<file path="src/rtl/uart_ftx_pkg.sv">
package uart_ftx_pkg;

    typedef enum logic [2:0] {
        ST_IDLE,
        ST_START,
        ST_DATA,
        ST_PAR,
        ST_STOP
    } tx_state_e;

    typedef struct packed {
        logic [1:0] wlen;
        logic       two_stop;
        logic       par_en;
        logic       even_sel;
        logic       stick;
    } frame_cfg_t;

    localparam int WORD_W = 8;

    // number of data bits selected by the word-length field
    function automatic logic [3:0] data_bits(input logic [1:0] wlen);
        return 4'd5 + {2'b00, wlen};
    endfunction

    // parity bit for the word under the given framing
    function automatic logic parity_bit(input logic [WORD_W-1:0] d, input frame_cfg_t c);
        logic [WORD_W-1:0] m;
        m = d & (8'hFF >> (4'd8 - data_bits(c.wlen)));
        if (c.stick)
            return ~c.even_sel;
        return c.even_sel ? (^m) : ~(^m);
    endfunction

endpackage

</file>
<file path="src/rtl/uart_ftx_hold.sv">
module uart_ftx_hold
    import uart_ftx_pkg::*;
(
    input  logic              clk,
    input  logic              rst,
    input  logic              wr_stb,
    input  logic [WORD_W-1:0] wr_data,
    input  logic              load,
    output logic              full,
    output logic [WORD_W-1:0] data
);

    always_ff @(posedge clk) begin
        if (rst) begin
            full <= 1'b0;
            data <= '0;
        end else begin
            if (load)
                full <= 1'b0;
            // a write in the same cycle as a load refills the register
            if (wr_stb) begin
                full <= 1'b1;
                data <= wr_data;
            end
        end
    end

endmodule

</file>
<file path="src/rtl/uart_ftx_shifter.sv">
module uart_ftx_shifter
    import uart_ftx_pkg::*;
#(
    parameter int TICKS_PER_BIT = 16
) (
    input  logic              clk,
    input  logic              rst,
    input  logic              baud_tick,
    input  logic              cts_n,
    input  logic              hold_full,
    input  logic [WORD_W-1:0] hold_data,
    input  frame_cfg_t        cfg,
    output logic              load,
    output logic              busy,
    output logic              line_bit
);

    localparam int CNT_W = (TICKS_PER_BIT > 1) ? $clog2(TICKS_PER_BIT) : 1;
    localparam logic [CNT_W-1:0] TCNT_LAST = CNT_W'(TICKS_PER_BIT - 1);

    tx_state_e         state;
    logic [CNT_W-1:0]  tcnt;
    logic [WORD_W-1:0] shreg;
    logic [3:0]        bitcnt;
    logic [3:0]        nbits;
    logic              par_r;
    logic              par_en_r;
    logic              two_stop_r;
    logic              bit_end;

    assign load    = (state == ST_IDLE) && hold_full && !cts_n;
    assign busy    = (state != ST_IDLE);
    assign bit_end = baud_tick && (tcnt == TCNT_LAST);

    always_ff @(posedge clk) begin
        if (rst) begin
            state      <= ST_IDLE;
            tcnt       <= '0;
            shreg      <= '0;
            bitcnt     <= '0;
            nbits      <= 4'd8;
            par_r      <= 1'b0;
            par_en_r   <= 1'b0;
            two_stop_r <= 1'b0;
        end else if (load) begin
            state      <= ST_START;
            tcnt       <= '0;
            shreg      <= hold_data;
            bitcnt     <= '0;
            nbits      <= data_bits(cfg.wlen);
            par_r      <= parity_bit(hold_data, cfg);
            par_en_r   <= cfg.par_en;
            two_stop_r <= cfg.two_stop;
        end else if (busy && baud_tick) begin
            tcnt <= bit_end ? '0 : tcnt + 1'b1;
            if (bit_end) begin
                unique case (state)
                    ST_START: begin
                        state  <= ST_DATA;
                        bitcnt <= '0;
                    end
                    ST_DATA: begin
                        shreg <= shreg >> 1;
                        if (bitcnt == nbits - 4'd1) begin
                            state  <= par_en_r ? ST_PAR : ST_STOP;
                            bitcnt <= '0;
                        end else begin
                            bitcnt <= bitcnt + 4'd1;
                        end
                    end
                    ST_PAR: begin
                        state  <= ST_STOP;
                        bitcnt <= '0;
                    end
                    ST_STOP: begin
                        if (two_stop_r && bitcnt == 4'd0)
                            bitcnt <= 4'd1;
                        else
                            state <= ST_IDLE;
                    end
                    default: state <= ST_IDLE;
                endcase
            end
        end
    end

    always_comb begin
        unique case (state)
            ST_START: line_bit = 1'b0;
            ST_DATA:  line_bit = shreg[0];
            ST_PAR:   line_bit = par_r;
            default:  line_bit = 1'b1;
        endcase
    end

endmodule

</file>
<file path="src/rtl/uart_ftx_line.sv">
module uart_ftx_line (
    input  logic line_bit,
    input  logic force_space,
    output logic txd
);

    assign txd = force_space ? 1'b0 : line_bit;

endmodule

</file>
<file path="src/rtl/uart_frame_tx.sv">
module uart_frame_tx
    import uart_ftx_pkg::*;
#(
    parameter int TICKS_PER_BIT = 16
) (
    input  logic       clk,
    input  logic       rst,
    input  logic       baud_tick,
    input  logic       wr_stb,
    input  logic [7:0] wr_data,
    input  logic [1:0] cfg_wlen,
    input  logic       cfg_two_stop,
    input  logic       cfg_par_en,
    input  logic       cfg_even_sel,
    input  logic       cfg_stick,
    input  logic       cfg_break,
    input  logic       cts_n,
    output logic       txd,
    output logic       hold_empty,
    output logic       tx_empty
);

    frame_cfg_t        cfg;
    logic              load;
    logic              busy;
    logic              line_bit;
    logic              hold_full;
    logic [WORD_W-1:0] hold_data;

    assign cfg = '{wlen: cfg_wlen, two_stop: cfg_two_stop, par_en: cfg_par_en,
                   even_sel: cfg_even_sel, stick: cfg_stick};

    uart_ftx_hold u_hold (
        .clk     (clk),
        .rst     (rst),
        .wr_stb  (wr_stb),
        .wr_data (wr_data),
        .load    (load),
        .full    (hold_full),
        .data    (hold_data)
    );

    uart_ftx_shifter #(.TICKS_PER_BIT(TICKS_PER_BIT)) u_shift (
        .clk       (clk),
        .rst       (rst),
        .baud_tick (baud_tick),
        .cts_n     (cts_n),
        .hold_full (hold_full),
        .hold_data (hold_data),
        .cfg       (cfg),
        .load      (load),
        .busy      (busy),
        .line_bit  (line_bit)
    );

    uart_ftx_line u_line (
        .line_bit    (line_bit),
        .force_space (cfg_break),
        .txd         (txd)
    );

    assign hold_empty = !hold_full;
    assign tx_empty   = !hold_full && !busy;

endmodule

</file>
<file path="config.mk">
export PLATFORM = sky130hd
export DESIGN_NAME = uart_frame_tx
export DESIGN_NICKNAME = d
export VERILOG_FILES = /design/src/rtl/uart_ftx_pkg.sv /design/src/rtl/uart_ftx_hold.sv /design/src/rtl/uart_ftx_shifter.sv /design/src/rtl/uart_ftx_line.sv /design/src/rtl/uart_frame_tx.sv
export SDC_FILE = /design/constraint.sdc
export NUM_CORES = 1
export LEC_CHECK = 0
export ABC_AREA = 1
export BUFFER_PORTS_ARGS = -buffer_cell sky130_fd_sc_hd__buf_2
export CAP_MARGIN = 25
export CORE_UTILIZATION = 30
export CTS_CLUSTER_SIZE = 12
export DETAILED_ROUTE_END_ITERATION = 10
export SLEW_MARGIN = 20
export SYNTH_ARGS = -nofsm -noshare
export SYNTH_HDL_FRONTEND = slang
export SYNTH_HIERARCHICAL = 1
export SYNTH_SLANG_ARGS = --single-unit
</file>
<file path="constraint.sdc">
create_clock -name clk -period 1.8 [get_ports clk]
set_clock_uncertainty 0.15 [all_clocks]
set_input_delay 0.27 -clock clk [delete_from_list [all_inputs] [get_ports clk]]
set_output_delay 0.27 -clock clk [all_outputs]
set_load 0.01 [all_outputs]
</file>
# Yosys cells after proc, flatten, opt, wreduce, memory -nomap -nowiden
# Cells that the tools add are included.
[word_totals] elab_cells=80 regBits=35
[classes] n_eq_ne=11 mux=25 add_sub_neg=5 n_reduce_logical=24 shift=1 bitwise=3
[ops] op="$mux 8" n=4
[ops] op="$mux 1" n=12
[ops] op="$mux 4" n=3
[ops] op="$pmux 3 s4" n=1
[ops] op="$pmux 4 s3" n=1
[ops] op="$reduce_and 4->1" n=3
[ops] op="$mux 3" n=3
[ops] op="$add 4x1->4 const B" n=2
[ops] op="$and 8x8->8" n=1
[ops] op="$reduce_bool 2->1" n=4
[ops] op="$reduce_xor 8->1" n=1
[ops] op="$shr 8x4->8 const A" n=1
[ops] op="$eq 3x2->1 const B" n=2
[ops] op="$logic_and 1x1->1" n=6
[ops] op="$reduce_bool 3->1" n=2
[ops] op="$add 3x2->4 const A" n=1
[ops] op="$eq 4x4->1" n=1
[ops] op="$eq 4x4->1 const B" n=1
[ops] op="$logic_not 4->1" n=1
[ops] op="$ne 2x1->1 const B" n=2
[ops] op="$reduce_or 2->1" n=2
[ops] op="$sub 4x1->4 const B" n=1
[ops] op="$sub 4x4->4 const A" n=1
[ops] op="$eq 3x1->1 const B" n=1
[ops] op="other kinds (9)" n=12

# Depth between registers and ports, before layout
# Gate-level depths: netlist (run 1).
[depth] word_depth=8 depth_mapped=13 depth_no_buf=13

# By module
# The synthesis (run 1) kept the hierarchy.
[by_module_without_submodules] module="uart_ftx_shifter" seq_area_each_um2=520.5 instances=1 cells_per_inst=247 area_each_um2=1692.9
[by_module_without_submodules] module="uart_ftx_hold" seq_area_each_um2=180.2 instances=1 cells_per_inst=38 area_each_um2=304.0
[by_module_without_submodules] module="uart_ftx_line" seq_area_each_um2=0.0 instances=1 cells_per_inst=2 area_each_um2=10.0
[by_module_without_submodules] module="uart_frame_tx" seq_area_each_um2=0.0 instances=1 cells_per_inst=2 area_each_um2=7.5

# Least setup slack after synthesis (run 1)
# OpenSTA, ideal clock, no wires.
[synth_path] path_type="reg2reg" from="reg u_shift.nbits[0]" to="reg u_shift.state[0]" arrival_ns=1.415 setup_ns=0.134 required_ns=1.516 path_slack_ns=0.102 stages_incl_launch_ff=12 period_less_slack_ns=1.698 n_path_buf=0 cell_sequence="dfxtp_1 > inv_1 > ha_1 > or2_1 > nand3b_1 > nand2_1 > nor2_1 > nand2_1 > nand2_1 > nand2_1 > nand2_1 > a21oi_1"
[synth_via] elab_chain_len=4
[synth_rtl] item="from (decl)" line="uart_ftx_shifter.sv:25" text="logic [3:0] nbits;"
[synth_rtl] item="from (signal assigned)" line="uart_ftx_shifter.sv:50" text="nbits <= data_bits(cfg.wlen);"
[synth_rtl] item="$sub 4x1->4" line="uart_ftx_shifter.sv:64" text="if (bitcnt == nbits - 4'd1) begin"
[synth_rtl] item="$eq 4x4->1" line="uart_ftx_shifter.sv:64"
[synth_rtl] item="$ne 3x2->1 (no line)"
[synth_rtl] item="$reduce_and 4->1 (no line)"
[synth_rtl] item="to (signal assigned)" line="uart_ftx_shifter.sv:65" text="state <= par_en_r ? ST_PAR : ST_STOP;"
[synth_rtl] item="to (decl)" line="uart_ftx_shifter.sv:21" text="tx_state_e state;"
# No other way between the ends.
# A chain may end at the register's enable or synchronous reset.

# Worst setup path in the final report (run 1)
[layout_path] from="reg u_shift.state[1]" to="out txd"
[layout_via] elab_chain_len=3 word_cells_on_any_way=5
[layout_rtl] item="$eq 3x2->1 or $eq 3x1->1 (tied branches)" line="uart_ftx_shifter.sv:88" text="unique case (state)"
[layout_rtl] item="$pmux 1 s3 *" line="uart_ftx_shifter.sv:88"
[layout_rtl] item="named net line_bit" line="uart_frame_tx.sv:26" text="logic line_bit;"
[layout_rtl] item="$mux 1 *" line="uart_ftx_line.sv:7" text="assign txd = force_space ? 1'b0 : line_bit;"
[layout_rtl] item="to (decl)" line="uart_frame_tx.sv:18" text="output logic txd,"
# Mark *: on every way through the listed nets, which the timed path passes. The rest lies on a longest branch.

==> results.md, run 1 <==
Placed design:
- The HPWL after detailed placement is between 3 and 4 mm.
- The number of buffers inserted by port buffering is 22.
- The routability congestion estimate from global placement is roughly 0.83.

Power:
- Of the total power, registers draw between 50 and 60%.
- The switching power is roughly 0.00047 W.
- The internal power contribution is roughly 0.0012 W.
- The power density normalized to cell area is between 600 and 700 nW/um^2.
- The relative contribution of combinational cells to total power is 15.0%.
- The share of power burned in the clock network is a little over a third.
- IR analysis of the VDD net gives a maximum drop of just under 0.4 mV.
- The switching power as a share of total power is roughly 29%.
- The leakage power figure is about 1.1 nW.

Detailed routing:
- The aggregate routed wire length is around 4.5 mm.
- The count of routing violations after the opening detailed-route iteration is 88.
- In the routed layout, each cell is associated on average with a via count of between 4 and 5.
- Dividing the detail-routed wire length by the instance count gives ~11 microns.
- After detailed routing, the number of remaining DRC violations is 0.
- The first detailed-routing pass took 7 iterations.
- The remaining antenna violation count after routing is 0.
- The overall via count from detail_route is between 1500 and 2000.

Critical path:
- The critical path startpoint is u_shift/state[1].
- Data arrives at the worst endpoint at 1.34 ns.
- The last element of the critical path is txd.
- The critical path startpoint category is a flip-flop.
- Of all nets on the critical path, the largest fanout is 5.
- The critical path class is reg -> out.
- The worst-case register-to-register setup slack is 0.07 ns.
- The start of the worst register-to-register path is u_shift/nbits[0].
- The worst setup path is captured at an output pin.
- The endpoint of the worst register-to-register path is u_shift/state[0].
- The count of cells along the worst register-to-register path is 11.
- Data on the critical path is required at its endpoint by roughly 1.4 ns.

Floorplan:
- The core outline area is 6420 sq um.
- The starting density of the core is between 30% and 40%.
- The die is roughly 84 microns tall.
- The number of primary I/O pins is 23.
- The die covers ~7000 sq um.
- The cell row count is 29.
- The x dimension of the die is 83.9 microns.

Timing:
- The number of slew-limit violations in the final report was 0.
- Setup repair after global routing could not meet its margin everywhere.
- The final worst-path cycle share is between 90% and 100%.
- The tightest hold path in the finished design has a slack of about 0.051 ns.
- The max-slew headroom at the worst pin is approximately four fifths.
- The total setup violations reported at the end of the flow is 0.
- The smallest clock period supported by the final layout is computed as between 1.5 and 2 ns.
- The final hold violation count is 0.
- For the pin with the worst max-slew slack, the measured transition is 0.291 ns.
- For the final routed database, the setup TNS stands at 0 ns.
- The maximum achievable frequency is 0.568 GHz.

Final layout:
- The post-route netlist has around a quarter of its cells at a drive strength greater than 1.
- The antenna diode count is 0.
- Leaving out fill and tap cells, the most frequent cells in the layout are nand2_1 (66), inv_1 (38), dfxtp_1 (31), nor2_1 (28), buf_2 (22).
- Relative to the synthesized area, the layout overhead comes to 19.6%.
- Leaving out fill and tap cells, the most frequent cell in the layout is nand2_1.
- After the last flow step, the layout net total stands at roughly 360.

CTS:
- The clock buffer count from CTS is 5.
- After clock tree synthesis, the flow added hold-fix buffers numbering 0.
- The worst-case clock buffer depth is 2.
- TritonCTS built the clock tree.
- Counting every sink on the clock net gives 35.
- CTS placed an instance of clkbuf_8 at the clock tree root.
- The CTS H-tree depth is 2.
- After clock tree synthesis, the clock-pin slew on the worst setup and hold paths is around 0.080 ns.
- At the later pin of the worst-skew pair, clock insertion delay measures around 0.29 ns.

Yosys:
- The adder-cell area share of the yosys netlist is 4.97%.
- The share of synthesized area occupied by flip-flops and latches is around a third.
- The average size of a mapped cell is about 7.0 sq um.
- Of the total synthesized cell area, the portion taken by AND, OR, NAND and NOR gates is 31.0%.
- After synthesis, the largest family of logic cells by area is simple AND/OR/NAND/NOR gates.
- The XOR/XNOR share of the synthesized area is approximately 2.6%.
- Measured against the total synthesized area, the mux share comes to 0%.
- The mapped netlist covers 2010 sq um.
- The number of storage elements in the synthesis netlist is 35.
- The number of nets produced by synthesis is 317.
- The number of unique standard cell types used by synthesis is 37.
- The cell count after synthesis came out at 289.
- The count of synthesis-stage warnings from yosys is 6.
- Summing the areas of all compound-gate instances in the mapped netlist gives between 15 and 20% of the synthesized area.

Global routing:
- Global routing consumed, over all layers together, 13.8% of the routing resources.
- The largest net degree at the start of global routing is 13.
- The first global-routing pass estimated around 8 mm of wire.
- The sum of overflow across all layers after global routing is 0.
- The number of global-route vias before repair came to approximately 1800.
- The number of antenna violations at the first check in global routing is 0.

Run status:
- The run finished with clean final reports.

Job:
- The max-cap violation count is 0.

Min path:
- In this run the worst hold path is classified as in -> reg.
worst min-delay path by stage:
stage,to,depth (start not counted),start,slack (ns)
after global placement,u_shift/shreg[3],2,u_shift/shreg[3],0.30
after floorplan,u_hold/full,1,rst,0.18
after global routing,u_shift/par_en_r,2,cfg_par_en,0.05
final,u_hold/data[1],3,wr_data[1],0.05
after CTS,u_hold/data[5],3,wr_data[5],0.05
after detailed placement,u_shift/shreg[3],2,u_shift/shreg[3],0.31
area by class of cell:
type                       count  area [sq um]
clock inverter                 2          12.5
sequential                    35           708
clock buffer                   6          72.6
timing repair buffer          35           208
fill                         679          4010
tap                           77          96.3
multi-input combinational    204          1130
inverter                      46           180
Yosys cell counts:
library cell	n	share of area [%]
nand2_1	69	13
inv_1	40	7.5
dfxtp_1	35	35
nor2_1	31	5.8
nand3_1	20	5.0
o21ai_0	18	4.5
a21oi_1	9	2.2
ha_1	8	5.0
a21oi_2	7	3.0
nand4_1	7	2.2
inv_2	5	0.93
xor2_1	4	1.7
o22ai_2	3	1.9
a22o_1	2	0.87
a31oi_1	2	0.62
buf_4	2	0.75
nand2_2	2	0.62
nand3b_1	2	0.75
nor2_2	2	0.62
nor3_1	2	0.50
o21ai_1	2	0.50
xnor2_1	2	0.87
a211oi_1	1	0.37
a21oi_4	1	0.81
buf_6	1	0.56
clkbuf_1	1	0.19
clkinv_4	1	0.43
nand2_4	1	0.56
nor2_4	1	0.56
nor3_2	1	0.50
nor3b_1	1	0.37
o21ai_2	1	0.43
o22a_1	1	0.43
o22ai_1	1	0.31
o31ai_1	1	0.37
or2_1	1	0.31
or2_4	1	0.43
registers in the layout (all words and copies together) (netlist names):
| name | cells |
|---|---|
| u_shift/par_en_r | 1 |
| u_shift/shreg | 8 |
| u_shift/two_stop_r | 1 |
| u_hold/data | 8 |
| u_shift/bitcnt | 4 |
| u_shift/nbits | 4 |
| u_hold/full | 1 |
| u_shift/state | 3 |
| u_shift/tcnt | 4 |
| u_shift/par_r | 1 |
per-layer routing:
layer / vias up / global-route usage, % / wire, microns
met3: 6 / 2.67 / 117
li1: 1005 / - / -
met1: 867 / 17.2 / 2090
met4: 0 / 5.64 / 52
met5: - / 0 / 0
met2: 33 / 23.2 / 2230
metrics by stage:
step           instance area [sq um]  utilization (%)  cells  power, W  setup slack [ns]
2_1_floorplan                   2010                -    289   0.00101             0.102
3_3_place_gp                    2270             35.3    394   0.00108            0.0801
3_5_place_dp                    2270             35.3    394   0.00109            0.0290
4_1_cts                         2360             36.8    402   0.00166           0.00729
5_1_grt                         2410             37.5    405   0.00174           -0.0512
6_report                        2410             37.5    405   0.00165            0.0386
kinds of logic after synthesis:
| group | count (synthesis) |
|---|---|
| AO/OA/AOI/OAI | 49 |
| buffers and inverters | 50 |
| adder cells (fa/ha/maj) | 8 |
| AND/OR/NAND/NOR | 141 |
| flip-flops | 35 |
| XOR/XNOR | 6 |
critical path, stage by stage, from the launching register on:
cell and delay [ns]:
dfxtp_4 0.39, inv_4 0.04, nor3_4 0.23, nand2_1 0.10, nand3_2 0.07, inv_2 0.04
nor2_2 0.06, buf_2 0.12
power groups by stage:
stage | logic, W | registers (W) | clock network (W)
after global placement | 0.000237 | 0.000843 | 0
after CTS | 0.000244 | 0.000826 | 0.000591
after global routing | 0.000285 | 0.000829 | 0.000621
after floorplan | 0.000169 | 0.000838 | 0
final | 0.000247 | 0.000824 | 0.000575
after detailed placement | 0.000242 | 0.000844 | 0
repair_timing:
item                       4_1_cts  5_1_grt
setup endpoints to repair        1        6
gates resized for setup          5       11
setup buffers                    0        3
pin swaps                        0        7
Note: power is estimated with default switching activity, not from simulation.
==> run 2: changes to the inputs <==
--- a/config.mk
+++ b/config.mk
@@ -8,9 +8,12 @@
 export ABC_AREA = 1
 export BUFFER_PORTS_ARGS = -buffer_cell sky130_fd_sc_hd__buf_2
 export CAP_MARGIN = 25
-export CORE_UTILIZATION = 30
+export CELL_PAD_IN_SITES_DETAIL_PLACEMENT = 1
+export CELL_PAD_IN_SITES_GLOBAL_PLACEMENT = 2
+export CORE_UTILIZATION = 29
 export CTS_CLUSTER_SIZE = 12
 export DETAILED_ROUTE_END_ITERATION = 10
+export PLACE_DENSITY_LB_ADDON = 0.1
 export SLEW_MARGIN = 20
 export SYNTH_ARGS = -nofsm -noshare
 export SYNTH_HDL_FRONTEND = slang
==> run 2 against run 1 <==
  * Flip-flop and latch count did not move
  * Non-clock buffer count rose by 10
  * First-iteration DRC count fell by 57%
  * Cell count rose by 3.2%
  * Sequential share of layout area fell by 0.99 points
  * Clock-buffer cell count rose by 1
==> results.md, run 2 (same netlist as run 1, synthesis figures left out) <==
Power:
- Internal power comes to 0.00118 W.
- The sequential cell fraction of total power is 50.2%.
- The relative contribution of combinational cells to total power is 15.9%.
- VDD sags by at most between 0.3 and 0.4 mV.
- The switching power as a share of total power is ~28%.
- For this design the ratio of total power to cell area is about 660 nW/um^2.
- Summed over all nets, the switching power comes to about 0.00046 W.
- Summed over all cells, the static leakage comes to approximately 1.1 nW.
- The clock network is responsible for around a third of the overall power.

Critical path:
- The worst setup path is launched from a flip-flop.
- The data arrival time of the critical path is ~1.8 ns.
- For the worst flop-to-flop path, the logic depth is 10.
- The maximum fanout along the worst path is 3.
- The critical path is of the reg -> reg type.
- Data on the critical path is required at its endpoint by between 1.5 and 2 ns.
- The critical path contains buffers and inverters numbering 2 combined.
- The signal on the critical path passes through inv_2 > ha_4 > or2_1 > nand3b_1 > nand2_1 > nor2_2 > nand2_2 > buf_4 > nand3b_1 > a31oi_1.
- The largest stage delay on the critical path is 0.34 ns.
- The critical path endpoint category is a flip-flop.
- The cell with the most instances on the worst path is nand3b_1.
- The cell at the slowest stage of the critical path is dfxtp_2.
- The kind of cell with the highest combined delay on the critical path is simple AND/OR/NAND/NOR gates.
- The number of gates on the worst path with buffers counted is 10.

Detailed routing:
- The remaining antenna violation count after routing is 0.
- After detailed routing, the average wire length per cell comes to 12.5 microns.
- The first detailed-routing pass ran for 4 iterations.
- The via-per-instance ratio is 4.60.
- The overall via count from detail_route is a little under 2000.
- The aggregate routed wire length is 5.22 mm.
- The detailed router finished its first iteration with 38 violations.
- The post-detailed-route DRC marker count is 0.

Min path:
- The worst hold path belongs to the class in -> reg.
- The worst hold path was traced through 3 stages.

Final layout:
- The share of post-route cells with drive strength above 1 is a little over a quarter.
- The core occupancy in the finished layout is between 30% and 40%.
- After the last flow step, the layout net total stands at between 300 and 400.
- The repair_antennas step left the layout with diodes totalling 0.
- Summing all multi-input logic gate instances after layout gives approximately 1100 sq um.
- In the final layout, the registers with the most flip-flops are u_hold/data: 8 flops, u_shift/shreg: 8 flops.
- The top cell types in the final layout, fill and taps aside, are nand2_1 (66), inv_1 (37), dfxtp_1 (31), nor2_1 (29), buf_4 (23).
- Leaving out fill and tap cells, the most frequent cell in the layout is nand2_1.
- The total of fill cells in the finished design is 870.
- Summing all non-filler instances in the final layout gives an area of about 2500 sq um.
- The layout overhead on the synthesized area is 24.2%.
- The sequential cells in the finished layout cover a total of roughly 700 sq um.

Floorplan:
- For this configuration, the core starts out at a cell density of a little under 30%.
- The number of primary I/O pins is 23.
- The cell row count is 30.
- The die area is about 7300 sq um.
- The core region is 6760 sq um.
- In this run the horizontal extent of the chip is between 80 and 90 microns.
- The die is around 85 microns tall.

CTS:
- For this design, the CTS-stage hold fixing added 0 buffers.
- The worst-case clock buffer depth is 2.
- TritonCTS built the clock tree.
- The clock insertion delay at the later pin of the skew report is about 0.29 ns.
- After clock tree synthesis, the clock-pin slew on the worst setup and hold paths is ~0.07 ns.
- The tree is rooted in a clkbuf_8.
- The clock sink count is 35.
- CTS built an H-tree with a depth of 2.
- Counting the buffers created by CTS gives 5.

Timing:
- Measured against its own limit, the worst slew margin works out to between 80% and 90%.
- The final hold violation count was 0.
- The final critical delay including setup and external delays is 1.75 ns.
- Setup violations remaining at the end of the flow were counted as 0.
- Setup repair after global routing could not meet its margin everywhere.
- The number of slew-limit violations in the final report is 0.
- The post-layout worst setup margin is between 0.05 and 0.06 ns.
- The final worst-path cycle share is 97.1%.
- At the pin with the least slew margin, the transition time is around 0.3 ns.
- Derived from the worst setup path, the maximum achievable clock frequency is 0.572 GHz.
- The total negative setup slack is 0 ns.

Global routing:
- The all-layer global routing usage is about 16%.
- The number of global-route vias before repair is 1915.
- The global-route wire length before repair is a little under 9 mm.
- Entering global routing, the biggest net connects 13 pins.
- For this run the aggregate overflow at the end of global routing stands at 0.
- The number of antenna violations at the first check in global routing is 0.

Placed design:
- The placed standard-cell area is 2320 sq um.
- The number of buffers inserted by port buffering is 22.
- The half-perimeter wire length after detailed placement is approximately 4.1 mm.
- The post-placement setup slack is -0.0392 ns.
- Routability-driven placement finished with a final weighted congestion of roughly 0.77.

Run status:
- The flow ran to the end, and the final reports show no timing, DRC or antenna violations.

Job:
- Across the run, the number of max-cap violations was 0.
-- run 2: cell count changes in the layout (fill, tap and decap cells not counted), sizes merged --
cell	change
clkinvlp	-1
clkbuf	+1
buf	+10
-- run 2: worst reg2reg max path, stage by stage (launching register included) --
cell and delay, ns:
dfxtp_2 0.34, inv_2 0.05, ha_4 0.15, or2_1 0.23
nand3b_1 0.09, nand2_1 0.07, nor2_2 0.13, nand2_2 0.10
buf_4 0.16, nand3b_1 0.09, a31oi_1 0.08
-- run 2: path summary, 6_finish.rpt --
| path | start | endpoint | slack (ns) |
|---|---|---|---|
| setup / recovery | u_shift/nbits[0] | u_shift/bitcnt[0] | 0.05 |
| hold / removal | wr_data[1] | u_hold/data[1] | 0.05 |
| setup reg to reg | u_shift/nbits[0] | u_shift/bitcnt[0] | 0.05 |
| hold reg to reg | u_shift/shreg[3] | u_shift/shreg[3] | 0.32 |
-- run 2: layer usage --
layer	vias to the layer above	wire (microns)	global-route usage (%)
met5	-	0	0
met4	0	87	5.91
met3	5	118	3.89
met2	17	2410	25.8
met1	874	2600	19.4
li1	1026	-	-
-- run 2: metrics by stage --
| stage | cells | hold slack [ns] | total power (W) |
|---|---|---|---|
| after floorplan | 289 | 0.182 | 0.00101 |
| after global placement | 404 | 0.303 | 0.00110 |
| after detailed placement | 404 | 0.306 | 0.00111 |
| after CTS | 412 | 0.0364 | 0.00169 |
| after global routing | 418 | 0.0512 | 0.00176 |
| final | 418 | 0.0488 | 0.00164 |
-- run 2: layout make-up --
type / count / area share (%)
Sequential cell: 35 / 28.4
Inverter: 46 / 7.20
Clock buffer: 7 / 3.05
Multi-Input combinational cell: 204 / 45.8
Tap cell: 80 / 4.00
Clock inverter: 1 / 0.200
Timing Repair Buffer: 45 / 11.3
-- run 2: power by group through the flow --
stage	Combinational (W)	Clock [W]	Sequential [W]
floorplan	0.000169	0	0.000838
global placement	0.000256	0	0.000845
detailed placement	0.000261	0	0.000846
CTS	0.000263	0.000599	0.000826
global route	0.000303	0.000624	0.000829
finish	0.000262	0.000558	0.000825
-- run 2: timing repair --
action,in CTS,in global routing
resized for setup,8,12
endpoints found under the hold margin,0,0
setup endpoints to repair,4,4
pin swaps,0,10
buffers inserted,0,6
==> run 3: changes to the inputs <==
==> constraint.sdc (replaced) <==
create_clock -name clk -period 1.8 [get_ports clk]
set_clock_uncertainty 0.15 [all_clocks]
set_input_delay 0.09 -clock clk [delete_from_list [all_inputs] [get_ports clk]]
set_output_delay 0.09 -clock clk [all_outputs]
set_load 0.01 [all_outputs]
==> run 3 against run 2 <==
  * Flip-flop and latch count is the same
  * Sequential share of layout area is 1.3 points lower
  * Clock-buffer cell count fell by 1
  * Wire length shrank 0.50%
  * Critical path depth unchanged
  * Sequential power hardly changed
  * Clock power grew 36%
  * Fmax up 0.44%
  * Setup slack better by 0.0077 ns
  * Highest routed layer unchanged
==> results.md, run 3 (same netlist as run 1, synthesis figures left out) <==
Run status:
- The flow ran to the end, and the final reports show no timing, DRC or antenna violations.

Timing:
- The total negative setup slack is 0 ns.
- The number of slew-limit violations in the final report was 0.
- Dividing the final minimum period by the clock period gives between 90% and 100%.
- The final hold violation count is 0.
- Setup repair after global routing could not meet its margin everywhere.
- At the pin with the least slew margin, the transition time is approximately 0.25 ns.
- In this run the tightest slew margin relative to its limit is 83.1%.
- The total setup violations reported at the end of the flow is 0.
- Timing would allow up to 0.575 GHz.
- The smallest clock period supported by the final layout is computed as 1.74 ns.

CTS:
- The worst-case clock buffer depth is 2.
- The clock buffer count from CTS is 5.
- For the worst-skew pair, the clock arrives at the later sink with an insertion delay of 0.29 ns.
- The clock-pin transition on the worst setup and hold timing paths is ~0.080 ns.
- The cell chosen for the clock root is clkbuf_8.
- The clock sink count is 35.
- The H-tree was split into 2 levels.
- TritonCTS built the clock tree.

Final layout:
- Fill cells in the final layout number about 880.
- In the final layout, the registers with the most flip-flops are u_hold/data: 8 flops, u_shift/shreg: 8 flops.
- Leaving out fill and tap cells, the most frequent cell in the layout is nand2_1.
- In the layout the commonest cells are nand2_1 (61), inv_1 (38), dfxtp_1 (30), nor2_1 (28), buf_2 (22).
- The final cell area excluding filler cells is around 2600 sq um.
- The final net count is 368.
- Of the cells placed in the final design, the portion with a size suffix greater than 1 is 27.0%.
- Summing all multi-input logic gate instances after layout gives approximately 1200 sq um.
- The layout overhead on the synthesized area is 29.8%.
- In the final layout, flip-flops and latches occupy just over 700 sq um.
- The repair_antennas step left the layout with diodes totalling 0.

Power:
- The leakage power figure is between 1 and 1.5 nW.
- In this run switching power makes up 26.3% of total power.
- The internal power contribution is between 0.001 and 0.0015 W.
- Per report_power, the clock group accounts for 40.7% of the total.
- Per report_power, the combinational group accounts for roughly 15% of the total.
- IR analysis of the VDD net gives a maximum drop of between 0.3 and 0.4 mV.
- The analysis attributes to net switching a power of 0.000490 W.
- Sequential cells account for about 44% of the total power.
- The power density normalized to cell area is between 700 and 800 nW/um^2.

Critical path:
- For this design, the slowest cell found on the critical path is dfxtp_2.
- The critical path is of the reg -> reg type.
- The endpoint of the worst register-to-register path is u_shift/state[1].
- The data arrival time of the critical path is between 1.5 and 2 ns.
- The start of the worst register-to-register path is u_shift/nbits[0].
- In this design, the largest share of critical-path delay is due to simple AND/OR/NAND/NOR gates.
- The maximum fanout along the worst path is 4.
- Data on the critical path is required at its endpoint by about 1.9 ns.
- Walking the worst path, the cells encountered are inv_2 > ha_4 > or2_1 > nand3b_1 > nand2_1 > nor2_2 > nand2_2 > nand2_4 > nand4_1 > a21oi_2.
- The count of cells along the worst register-to-register path is 10.
- The worst setup path is captured at a flip-flop.
- The worst setup path is launched from a flip-flop.
- The buffer and inverter count on the worst path is 1.
- In this design, the stage delay of the slowest critical-path cell is around 0.34 ns.
- For flop-to-flop paths, the worst setup slack is ~0.061 ns.

Floorplan:
- In this run the core area contains 30 standard-cell rows.
- During I/O placement, the number of pins put on the boundary was 23.
- The total area inside the core boundary comes to just under 7000 sq um.
- In this run the horizontal extent of the chip is 85.3 microns.
- The die area is between 7000 and 8000 sq um.
- The starting density of the core is between 20 and 30%.
- Measured along the y axis, the die boundary spans roughly 85 microns.

Global routing:
- Global routing used 19.7% of the available met1 tracks.
- Global routing used between 10% and 20% of the available tracks across all layers.
- The number of antenna violations at the first check in global routing was 0.
- The first global-routing pass estimated just under 9 mm of wire.
- The met3 capacity usage during global routing is about 3.2%.
- The most congested layer reported by global routing is met2.
- The number of global-route vias before repair is around 1900.
- For this run the aggregate overflow at the end of global routing stands at 0.
- Entering global routing, the biggest net connects 13 pins.
- The met2 capacity usage during global routing is 26.3%.

Detailed routing:
- The overall via count from detail_route is ~1900.
- The via-per-instance ratio is between 4 and 5.
- The aggregate routed wire length is around 5.2 mm.
- The number of detailed-routing iterations run before antenna repair is 4.
- The post-detailed-route DRC marker count is 0.
- The wire length per cell after detailed routing is ~12 microns.
- The count of nets left with antenna violations once routing finished came out at 0.
- The count of routing violations after the opening detailed-route iteration is just over 50.

Min path:
- The path class of the tightest hold or removal check is in -> reg.
- The worst hold path begins at cfg_stick.
- Along the worst hold path, the cell count comes to 5.
- The path with the worst hold slack has its endpoint at u_shift/par_r.

Placed design:
- The half-perimeter wire length after detailed placement is 3.88 mm.
- Routability-driven placement finished with a final weighted congestion of 0.782.
- The number of buffers inserted by port buffering is 22.
- The placed standard-cell area is ~2300 sq um.

Job:
- Across the run, the number of max-cap violations was 0.
-- run 3: cell types whose count changed in the layout (fill, tap and decap cells not counted), moves of 2 or more --
cell / before / now
dlygate4sd3_1: 0 / 13
nand3_1: 20 / 16
dfxtp_2: 2 / 4
buf_4: 23 / 13
nand2_1: 66 / 61
clkbuf_1: 2 / 0
nand3_2: 0 / 4
nor2_2: 3 / 5
nand2_2: 4 / 9
-- run 3: routing by layer --
metal | vias up | share of wire [%]
met5 | - | 0
met4 | 0 | 0.85
met3 | 4 | 2.0
met2 | 20 | 48
met1 | 870 | 49
li1 | 1030 | -
-- run 3: worst register-to-register path, cell delays in order, from the launching register on --
cell	delay, ns
dfxtp_2	0.34
inv_2	0.05
ha_4	0.14
or2_1	0.24
nand3b_1	0.09
nand2_1	0.06
nor2_2	0.13
nand2_2	0.09
nand2_4	0.10
nand4_1	0.11
a21oi_2	0.16
-- run 3: how the worst max path moves through the flow --
stage | start | endpoint | slack, ns | cells after the start
global route | u_shift/nbits[0] | u_shift/state[1] | -0.02 | 10
finish | u_shift/nbits[0] | u_shift/state[1] | 0.06 | 10
CTS | u_shift/nbits[0] | u_shift/state[0] | 0.005 | 11
floorplan | u_shift/nbits[0] | u_shift/state[0] | 0.10 | 11
detailed placement | u_shift/nbits[0] | u_shift/state[0] | -0.005 | 11
global placement | u_shift/nbits[0] | u_shift/state[0] | 0.03 | 11
-- run 3: power by group through the flow --
stage / combinational (W) / sequential (W) / clock, W
6_report: 0.000277 / 0.000827 / 0.000757
5_1_grt: 0.000317 / 0.000831 / 0.000825
4_1_cts: 0.000273 / 0.000827 / 0.000786
3_5_place_dp: 0.000249 / 0.000846 / 0
3_3_place_gp: 0.000249 / 0.000846 / 0
2_1_floorplan: 0.000169 / 0.000838 / 0
-- run 3: cell type report --
type	count	area share, %
Clock buffer	6	3.16
Clock inverter	2	1.34
Inverter	46	6.80
Multi-Input combinational cell	204	44.8
Sequential cell	35	27.1
Tap cell	80	3.83
Timing Repair Buffer	48	12.9
-- run 3: what timing repair did --
item | 4_1_cts | 5_1_grt
hold buffers | 13 | 1
setup buffers | 0 | 2
pin swaps | 0 | 13
hold endpoints to repair | 14 | 1
gates resized for setup | 2 | 25
setup endpoints to repair | 4 | 11
-- run 3: stage by stage --
step / utilization [%] / std cells / power [W] / setup WS, ns / hold slack [ns]
finish: 38.7 / 421 / 0.00186 / 0.0606 / 0.00491
global route: 38.7 / 421 / 0.00197 / -0.0204 / 0.0214
CTS: 37.5 / 420 / 0.00189 / 0.00513 / 0.0181
detailed placement: 33.8 / 399 / 0.00109 / -0.00535 / 0.169
global placement: 33.8 / 399 / 0.00110 / 0.0293 / 0.159
floorplan: - / 289 / 0.00101 / 0.102 / 0.00244
